File: config.mk
export PLATFORM = sky130hd
export DESIGN_NAME = amo_unit
export DESIGN_NICKNAME = d
export VERILOG_FILES = /design/src/rtl/amo_pkg.sv /design/src/rtl/amo_rr_arbiter.sv /design/src/rtl/amo_alu.sv /design/src/rtl/amo_mem.sv /design/src/rtl/amo_unit.sv
export SDC_FILE = /design/constraint.sdc
export NUM_CORES = 1
export LEC_CHECK = 0
export ABC_AREA = 1
export BUFFER_PORTS_ARGS = -buffer_cell sky130_fd_sc_hd__buf_2
export CORE_ASPECT_RATIO = 1.2
export CORE_MARGIN = 2
export CORE_UTILIZATION = 50
export CTS_CLUSTER_DIAMETER = 150
export DETAILED_ROUTE_END_ITERATION = 7
export GPL_ROUTABILITY_DRIVEN = 0
export GPL_TIMING_DRIVEN = 1
export PLACE_DENSITY = 0.72
export SLEW_MARGIN = 25
export SYNTH_ARGS = -nofsm -noshare
export SYNTH_HDL_FRONTEND = slang
export SYNTH_SLANG_ARGS = --single-unit
File: constraint.sdc
create_clock -name clk -period 21.6 [get_ports clk]
set_input_delay 6.48 -clock clk [delete_from_list [all_inputs] [get_ports clk]]
set_output_delay 6.48 -clock clk [all_outputs]
set_load 0.02 [all_outputs]
File: src/rtl/amo_pkg.sv
// Package: shared operation encoding for the atomic memory operation unit.
// Assumes a 3-bit opcode field; codes 5..7 are reserved and behave as loads.
package amo_pkg;

    localparam int OPW = 3;

    typedef enum logic [OPW-1:0] {
        AMO_LOAD  = 3'd0,
        AMO_STORE = 3'd1,
        AMO_SWAP  = 3'd2,
        AMO_TAS   = 3'd3,
        AMO_FINC  = 3'd4
    } amo_op_e;

endpackage

File: src/rtl/amo_rr_arbiter.sv
// Module: rotating-priority arbiter.
// Picks at most one valid requester per cycle, searching upward from a
// pointer that moves to one past the last winner. Assumes NREQ >= 1.
module amo_rr_arbiter #(
    parameter int NREQ = 4,
    parameter int IDW  = (NREQ > 1) ? $clog2(NREQ) : 1
) (
    input  logic             clk,
    input  logic             rst_n,
    input  logic [NREQ-1:0]  valid,
    output logic [NREQ-1:0]  grant,
    output logic [IDW-1:0]   grant_idx,
    output logic             grant_any
);

    logic [IDW-1:0] start_q;

    // Search from start_q upward with wrap-around for the first valid requester.
    always_comb begin
        grant     = '0;
        grant_idx = '0;
        grant_any = 1'b0;
        for (int i = 0; i < NREQ; i++) begin
            int cand;
            cand = int'(start_q) + i;
            if (cand >= NREQ) cand = cand - NREQ;
            if (rst_n && !grant_any && valid[cand]) begin
                grant_any   = 1'b1;
                grant[cand] = 1'b1;
                grant_idx   = IDW'(cand);
            end
        end
    end

    // Move the search start to one past the most recent winner.
    always_ff @(posedge clk) begin
        if (!rst_n) begin
            start_q <= '0;
        end else if (grant_any) begin
            if (int'(grant_idx) == NREQ - 1) start_q <= '0;
            else                             start_q <= grant_idx + IDW'(1);
        end
    end

endmodule

File: src/rtl/amo_alu.sv
// Module: combinational read-modify-write rule.
// Given the opcode, the word's current value and the supplied data, returns
// whether the word is written and with what. Reserved codes never write.
module amo_alu
    import amo_pkg::*;
#(
    parameter int DW = 16
) (
    input  logic [OPW-1:0] op,
    input  logic [DW-1:0]  old_val,
    input  logic [DW-1:0]  wdata,
    output logic           wr_en,
    output logic [DW-1:0]  new_val
);

    // Select the replacement value and write enable for each operation.
    always_comb begin
        wr_en   = 1'b0;
        new_val = old_val;
        case (op)
            AMO_STORE,
            AMO_SWAP: begin
                wr_en   = 1'b1;
                new_val = wdata;
            end
            AMO_TAS: begin
                wr_en   = (old_val == '0);
                new_val = DW'(1);
            end
            AMO_FINC: begin
                wr_en   = 1'b1;
                new_val = old_val + DW'(1);
            end
            default: begin
                wr_en   = 1'b0;
                new_val = old_val;
            end
        endcase
    end

endmodule

File: src/rtl/amo_mem.sv
// Module: word storage with a combinational read port and a clocked write port.
// Assumes a single writer. Every word clears to zero under reset.
module amo_mem #(
    parameter int AW = 4,
    parameter int DW = 16
) (
    input  logic          clk,
    input  logic          rst_n,
    input  logic [AW-1:0] rd_addr,
    output logic [DW-1:0] rd_data,
    input  logic          wr_en,
    input  logic [AW-1:0] wr_addr,
    input  logic [DW-1:0] wr_data
);

    localparam int DEPTH = 1 << AW;

    logic [DW-1:0] words_q [DEPTH];

    // Read the addressed word in the same cycle.
    always_comb begin
        rd_data = words_q[rd_addr];
    end

    // Clear all words under reset, otherwise apply the single write.
    always_ff @(posedge clk) begin
        if (!rst_n) begin
            for (int i = 0; i < DEPTH; i++) words_q[i] <= '0;
        end else if (wr_en) begin
            words_q[wr_addr] <= wr_data;
        end
    end

endmodule

File: src/rtl/amo_unit.sv
// Module: atomic memory operation unit (top).
// Accepts one request per cycle by rotating priority. The read and the
// write-back of the chosen operation happen within that one cycle, so no
// other access can fall between them. The old value is returned one cycle later.
// Assumes each requester holds its inputs until its req_ready pulse.
module amo_unit
    import amo_pkg::*;
#(
    parameter int NREQ = 4,
    parameter int AW   = 4,
    parameter int DW   = 16,
    parameter int IDW  = (NREQ > 1) ? $clog2(NREQ) : 1
) (
    input  logic                clk,
    input  logic                rst_n,
    input  logic [NREQ-1:0]     req_valid,
    input  logic [NREQ*OPW-1:0] req_op,
    input  logic [NREQ*AW-1:0]  req_addr,
    input  logic [NREQ*DW-1:0]  req_wdata,
    output logic [NREQ-1:0]     req_ready,
    output logic                rsp_valid,
    output logic [IDW-1:0]      rsp_id,
    output logic [DW-1:0]       rsp_data
);

    logic [IDW-1:0] win_idx;
    logic           win_any;
    logic [OPW-1:0] sel_op;
    logic [AW-1:0]  sel_addr;
    logic [DW-1:0]  sel_wdata;
    logic [DW-1:0]  cur_word;
    logic           alu_wr;
    logic [DW-1:0]  alu_new;

    amo_rr_arbiter #(.NREQ(NREQ), .IDW(IDW)) u_arb (
        .clk       (clk),
        .rst_n     (rst_n),
        .valid     (req_valid),
        .grant     (req_ready),
        .grant_idx (win_idx),
        .grant_any (win_any)
    );

    // Steer the winning requester's fields onto the shared datapath.
    always_comb begin
        sel_op    = '0;
        sel_addr  = '0;
        sel_wdata = '0;
        for (int i = 0; i < NREQ; i++) begin
            if (int'(win_idx) == i) begin
                sel_op    = req_op[i*OPW +: OPW];
                sel_addr  = req_addr[i*AW +: AW];
                sel_wdata = req_wdata[i*DW +: DW];
            end
        end
    end

    amo_mem #(.AW(AW), .DW(DW)) u_mem (
        .clk     (clk),
        .rst_n   (rst_n),
        .rd_addr (sel_addr),
        .rd_data (cur_word),
        .wr_en   (win_any && alu_wr),
        .wr_addr (sel_addr),
        .wr_data (alu_new)
    );

    amo_alu #(.DW(DW)) u_alu (
        .op      (sel_op),
        .old_val (cur_word),
        .wdata   (sel_wdata),
        .wr_en   (alu_wr),
        .new_val (alu_new)
    );

    // Register the response: pulse the strobe and hold the old word and the requester index.
    always_ff @(posedge clk) begin
        if (!rst_n) begin
            rsp_valid <= 1'b0;
            rsp_id    <= '0;
            rsp_data  <= '0;
        end else begin
            rsp_valid <= win_any;
            if (win_any) begin
                rsp_id   <= win_idx;
                rsp_data <= cur_word;
            end
        end
    end

endmodule

Yosys cells after proc, flatten, opt, wreduce, memory -nomap -nowiden
Memory sizes are Yosys's and may differ from the RTL's.
Index checks and enable logic that the tools add are counted.
- register bits after elaboration: 21
- bits in latches: 0
- bits in writable memories: 256
- ROM bits: 0
- bits of input ports: 98
- output and inout bits: 23
- logic and storage cells: 114
- memories: 1
- memories (name ; depth ; width ; rd ports ; clocked after Yosys merged registers in ; write ports ; line ; text):
    u_mem.words_q ; 16 ; 16 ; 1 ; 0 ; 16 ; amo_mem.sv:18 ; logic [DW-1:0] words_q [DEPTH];
- add/subtract/negate cells: 9
- multiply operators: 0
- div/mod/pow operators: 0
- order comparisons: 12
- equality and inequality tests: 7
- shift-type cells: 0
- muxes and demuxes: 58
- bitwise logic cells: 3
- reductions and logical operators: 20
- operators by type and width (kind ; number):
    greater-or-equal comparator 32 x 1 -> 1 bit (second input constant) ; 4
    less-than comparator 32 x 4 -> 1 bit (second input constant) ; 4
    2-to-1 mux 32 bit ; 4
    greater-or-equal comparator 32 x 4 -> 1 bit (second input constant) ; 3
    subtractor 32 x 4 -> 32 bit (second input constant) ; 3
    2-to-1 mux 16 bit ; 5
    case mux 16 bit (3 select lines) ; 1
    2-to-1 mux 4 bit ; 9
    2-to-1 mux 1 bit ; 21
    adder 16 x 1 -> 16 bit (second input constant) ; 1
    logical NOT 16 bit ; 1
    OR reduction 16 bit ; 1
    logical AND 1 bit ; 12
    2-to-1 mux 3 bit ; 4
    bitwise OR 4 bit ; 3
    2-to-1 mux 2 bit ; 5
    binary-select mux 1 bit (select 2 bit) ; 4
    demux 1 bit (select 2 bit) ; 4
    adder 2 x 2 -> 3 bit (second input constant) ; 2
    == test 3 x 2 -> 1 bit (second input constant) ; 2
    == test 2 bit (second input constant) ; 2
    subtractor 2 x 3 -> 4 bit (second input constant) ; 1
    adder 2 x 1 -> 3 bit (second input constant) ; 1
    == test 3 x 1 -> 1 bit (second input constant) ; 1
    9 further kinds ; 11

Depth between registers and ports, before layout
- depth after elaboration: 33
- depth in mapped cells: 39
- depth with buffers taken out: 37

Hierarchy
A second synthesis with hierarchy kept.
- cells, all modules: 1857
- area total of the unflattened synthesis: 15150.8 um^2
- modules (own cells, without submodules) (module ; instances ; cells an instance ; area an instance (um^2) ; sequential area each (um^2)):
    amo_mem ; 1 ; 1383 ; 12270.5 ; 7687.4
    amo_unit ; 1 ; 214 ; 1562.7 ; 380.4
    amo_alu ; 1 ; 170 ; 788.3 ; 0.0
    amo_rr_arbiter ; 1 ; 90 ; 529.3 ; 40.0

Least setup slack after synthesis
No wires, ideal clock.
- kind: input -> output
- start: in rst_n
- end: out req_ready[3]
- data arrival time: 7.977 ns
- required time: 15.120 ns
- slack: 7.143 ns
- stages: 8
- buffers on the path: 1
- path through: clkbuf_1 inv_1 a211oi_1 nand2_1 inv_1 nor3_1 nand4_1 o21ai_0
- word-level cells in the longest chain between the ends: 14
- elaborated cells on any way between the ends: 20
- classes of those cells: mux (7); bitwise (3); reduce/logical (10)
- ends and longest elaborated chain (what ; line ; text):
    start: declaration ; amo_unit.sv:15 ; input logic rst_n,
    logical AND 1 bit ; amo_rr_arbiter.sv:27 ; if (rst_n && !grant_any && valid[cand]) begin
    2-to-1 mux 1 bit ; amo_rr_arbiter.sv:27 ;
    logical NOT 1 bit ; amo_rr_arbiter.sv:27 ;
    logical AND 1 bit (2 in series) ; amo_rr_arbiter.sv:27 ;
    2-to-1 mux 1 bit ; amo_rr_arbiter.sv:27 ;
    logical NOT 1 bit ; amo_rr_arbiter.sv:27 ;
    logical AND 1 bit (2 in series) ; amo_rr_arbiter.sv:27 ;
    2-to-1 mux 1 bit ; amo_rr_arbiter.sv:27 ;
    logical NOT 1 bit ; amo_rr_arbiter.sv:27 ;
    logical AND 1 bit (2 in series) ; amo_rr_arbiter.sv:27 ;
    2-to-1 mux 4 bit * ; amo_rr_arbiter.sv:27 ;
    end: declaration ; amo_unit.sv:20 ; output logic [NREQ-1:0] req_ready,
Every way passes the cells marked *; elsewhere a longest branch is shown, timed or not.

Worst setup path in the final report
- start: in rst_n
- end: out req_ready[2]
The elaborated chain is that of the path after synthesis.

==> reports/results.txt <==
Port bufs -> 120
WL/cell -> 19.4 µm
All-Layer GR Usage -> 27.4%
Hold WC Path Type -> reg2reg
Final Cell Area -> 16500 µm²
RSZ-0062 raised after global routing -> no
Worst path slowest cell -> nor4_1
Sum Neg Setup Slack -> 0 ps
Via count -> 12900
Post-synth EDFFs -> 256
Post-DP Area -> 15700 µm²
DIE HEIGHT -> 194 µm
Starting Density -> 50.8%
Global-route wire length before repair -> 67.1 mm
Async S/R FF share, synth -> 0%
Pins over their slew limit -> 0
Post-Synthesis Cells -> 1812
DRC -> 0
CTS root buf -> clkbuf_16
Vias in the first global route -> 12200
Final WL -> 43.9 mm
CP peak stage delay -> 650 ps
Die width -> 162 µm
GRT Residual Overflow -> 0
DRT iter0 DRCs -> 1378
Nets -> 1973
Sequence of cells on the critical path -> buf_2 -> inv_1 -> a211oi_1 -> nand2_1 -> inv_1 -> nor4_1 -> a22oi_1 -> o221ai_1 -> buf_2
Area grow syn2layout -> 9.90%
Final setup fails -> 0
Crit share post-route -> 69.7%
Crit Path Class -> in2out
Core area -> 29600 µm²
Buffers & Inverters on Critical Path -> 4
Io pins -> 121
TritonCTS Sinks -> 277
DPL Wire Length -> 28.4 mm
Synth top area share -> 51.1%
Die ar. -> 31500 µm²
Footprint of the multi-input gates -> 6140 µm²
Worst-skew pair later-pin latency -> 550 ps
Top_reg_cell synth -> edfxtp_1
Num CTS Buffers -> 26
Post-cts sizing count -> 0
Max Cap Viol -> 0
# Post-CTS Setup Buffers -> 0
Worst-Margin Slew -> 1110 ps
Endpoints failing hold -> 0
Syn Nets -> 1924
Worst Skew -> 19.3 ps
Post-synth top cells -> nand2_1 (680), nor2_1 (305), edfxtp_1 (256)
Clock Pin Slew Worst Setup and Hold Paths -> 70 ps
Netlist cell types -> 48
TritonCTS clock tree -> yes
Layout fillers -> 2660
Antenna Diode Count -> 0
Maximum buffer depth of the clock tree -> 3
Largest cells by area after synthesis -> edfxtp_1 (51%), nand2_1 (17%), nor2_1 (7.6%)
H-tree depth -> 1
Top-count cell post-synth -> nand2_1
Hold-fix buffers, CTS -> 0
Status -> finished clean
Initial antenna violation count -> 0
Fmax achieved -> 0.0664 GHz
Max_slew headroom -> 25.8%
Register area -> 8110 µm²
Req. time, crit path -> 15120 ps
CP endpoint kind -> output pin
CP max FO -> 36
Cell taking the most area after synthesis -> edfxtp_1
Tmin final -> 15060 ps
WP data arrival -> 8580 ps
Syn_area_per_cell -> 8.31 µm²
DRT Pass-1 Iters -> 7
YS warnings -> 0
Share of layout cells above drive strength 1 -> 13.3%
Top Family by Delay on Critical Path -> buffers and inverters
Final Hold Slack -> 520 ps
Crit path launch type -> input port
Final ANT Viol Nets -> 0
Seq/Total Area, Yosys -> 53.9%
Largest net degree at the start of global routing -> 84
Core Rows -> 69
Via density -> 5.71
FF+latch count, synth -> 277
Synth Cell Area -> 15000 µm²
-- layout by cell type, fill, tap and decap left out, types with 3 or more instances in the layout --
master | Yosys | routed
nand3_4 | 8 | 8
o21ai_1 | 6 | 6
inv_1 | 54 | 54
inv_2 | 7 | 8
clkinv_2 | 0 | 3
buf_4 | 7 | 18
a22oi_1 | 3 | 3
nor2_1 | 305 | 305
nor3_1 | 3 | 3
nand4_1 | 7 | 7
o311ai_0 | 6 | 6
o21ai_0 | 43 | 43
nand2_4 | 2 | 3
nand3_1 | 143 | 143
dfxtp_1 | 21 | 21
o221ai_1 | 4 | 4
edfxtp_1 | 256 | 256
a21oi_1 | 55 | 55
a21oi_4 | 3 | 4
buf_2 | 65 | 120
clkbuf_1 | 30 | 6
clkbuf_16 | 0 | 28
nand2_1 | 680 | 678
nand4_2 | 6 | 6
ha_1 | 14 | 14
clkbuf_8 | 0 | 4
nor2_2 | 27 | 27
o211ai_1 | 15 | 15
-- logic make-up after synthesis --
logic type | Yosys count | synth area share [%]
adders and majority gates | 14 | 1.16
and+or+nand+nor | 1192 | 33.2
AOI/OAI and AO/OA | 149 | 6.14
muxes | 1 | 0.0665
buffers and inverters | 179 | 5.54
DFF | 277 | 53.9
-- routing by layer --
| metal | wire [µm] | part of all wire (%) | vias up | track usage, % |
|---|---|---|---|---|
| met4 | 2810 | 6.4 | 0 | 15.6 |
| met3 | 3610 | 8.2 | 143 | 3.40 |
| li1 | - | - | 6055 | - |
| met2 | 20700 | 47 | 689 | 44.8 |
| met1 | 16800 | 38 | 6056 | 35.1 |
| met5 | 0 | 0 | - | 0 |
-- metrics by stage --
stage | setup slack [ps] | util [%] | std cells
2_1_floorplan | 7140 | - | 1812
3_3_place_gp | 6700 | 53.0 | 2223
3_5_place_dp | 6610 | 53.0 | 2223
4_1_cts | 6600 | 55.8 | 2268
5_1_grt | 6350 | 55.9 | 2268
6_report | 6540 | 55.9 | 2268
-- flip-flops by register name, indices dropped and copies added (netlist names) --
signal / count
rsp_data: 16
rsp_id: 2
rsp_valid: 1
u_arb.start_q: 2
u_mem.words_q: 256
-- worst paths after layout --
kind,startpoint,slack (ps),cells past startpoint,endpoint
setup / recovery,rst_n,6540,9,req_ready[2]
hold / removal,rsp_id[0],520,2,rsp_id[0]
hold reg to reg,rsp_id[0],520,2,rsp_id[0]
setup reg to reg,u_arb.start_q[0],12310,35,u_mem.words_q[12][3]
-- area by class of cell --
type	instances	share of cell area (%)
Sequential cell	277	49.0
Multi-Input combinational cell	1356	37.1
Clock buffer	38	4.71
Timing Repair Buffer	138	4.45
Tap cell	390	2.95
Inverter	62	1.41
Clock inverter	7	0.333
-- worst min-delay path, cell delays in order, from the launching register on --
cell     delay (ps)
dfxtp_1         330
nand2_1          70
a21oi_1          70
Power is not shown: default switching activity piles up to over one toggle a cycle in this logic, so the estimate is an artifact.
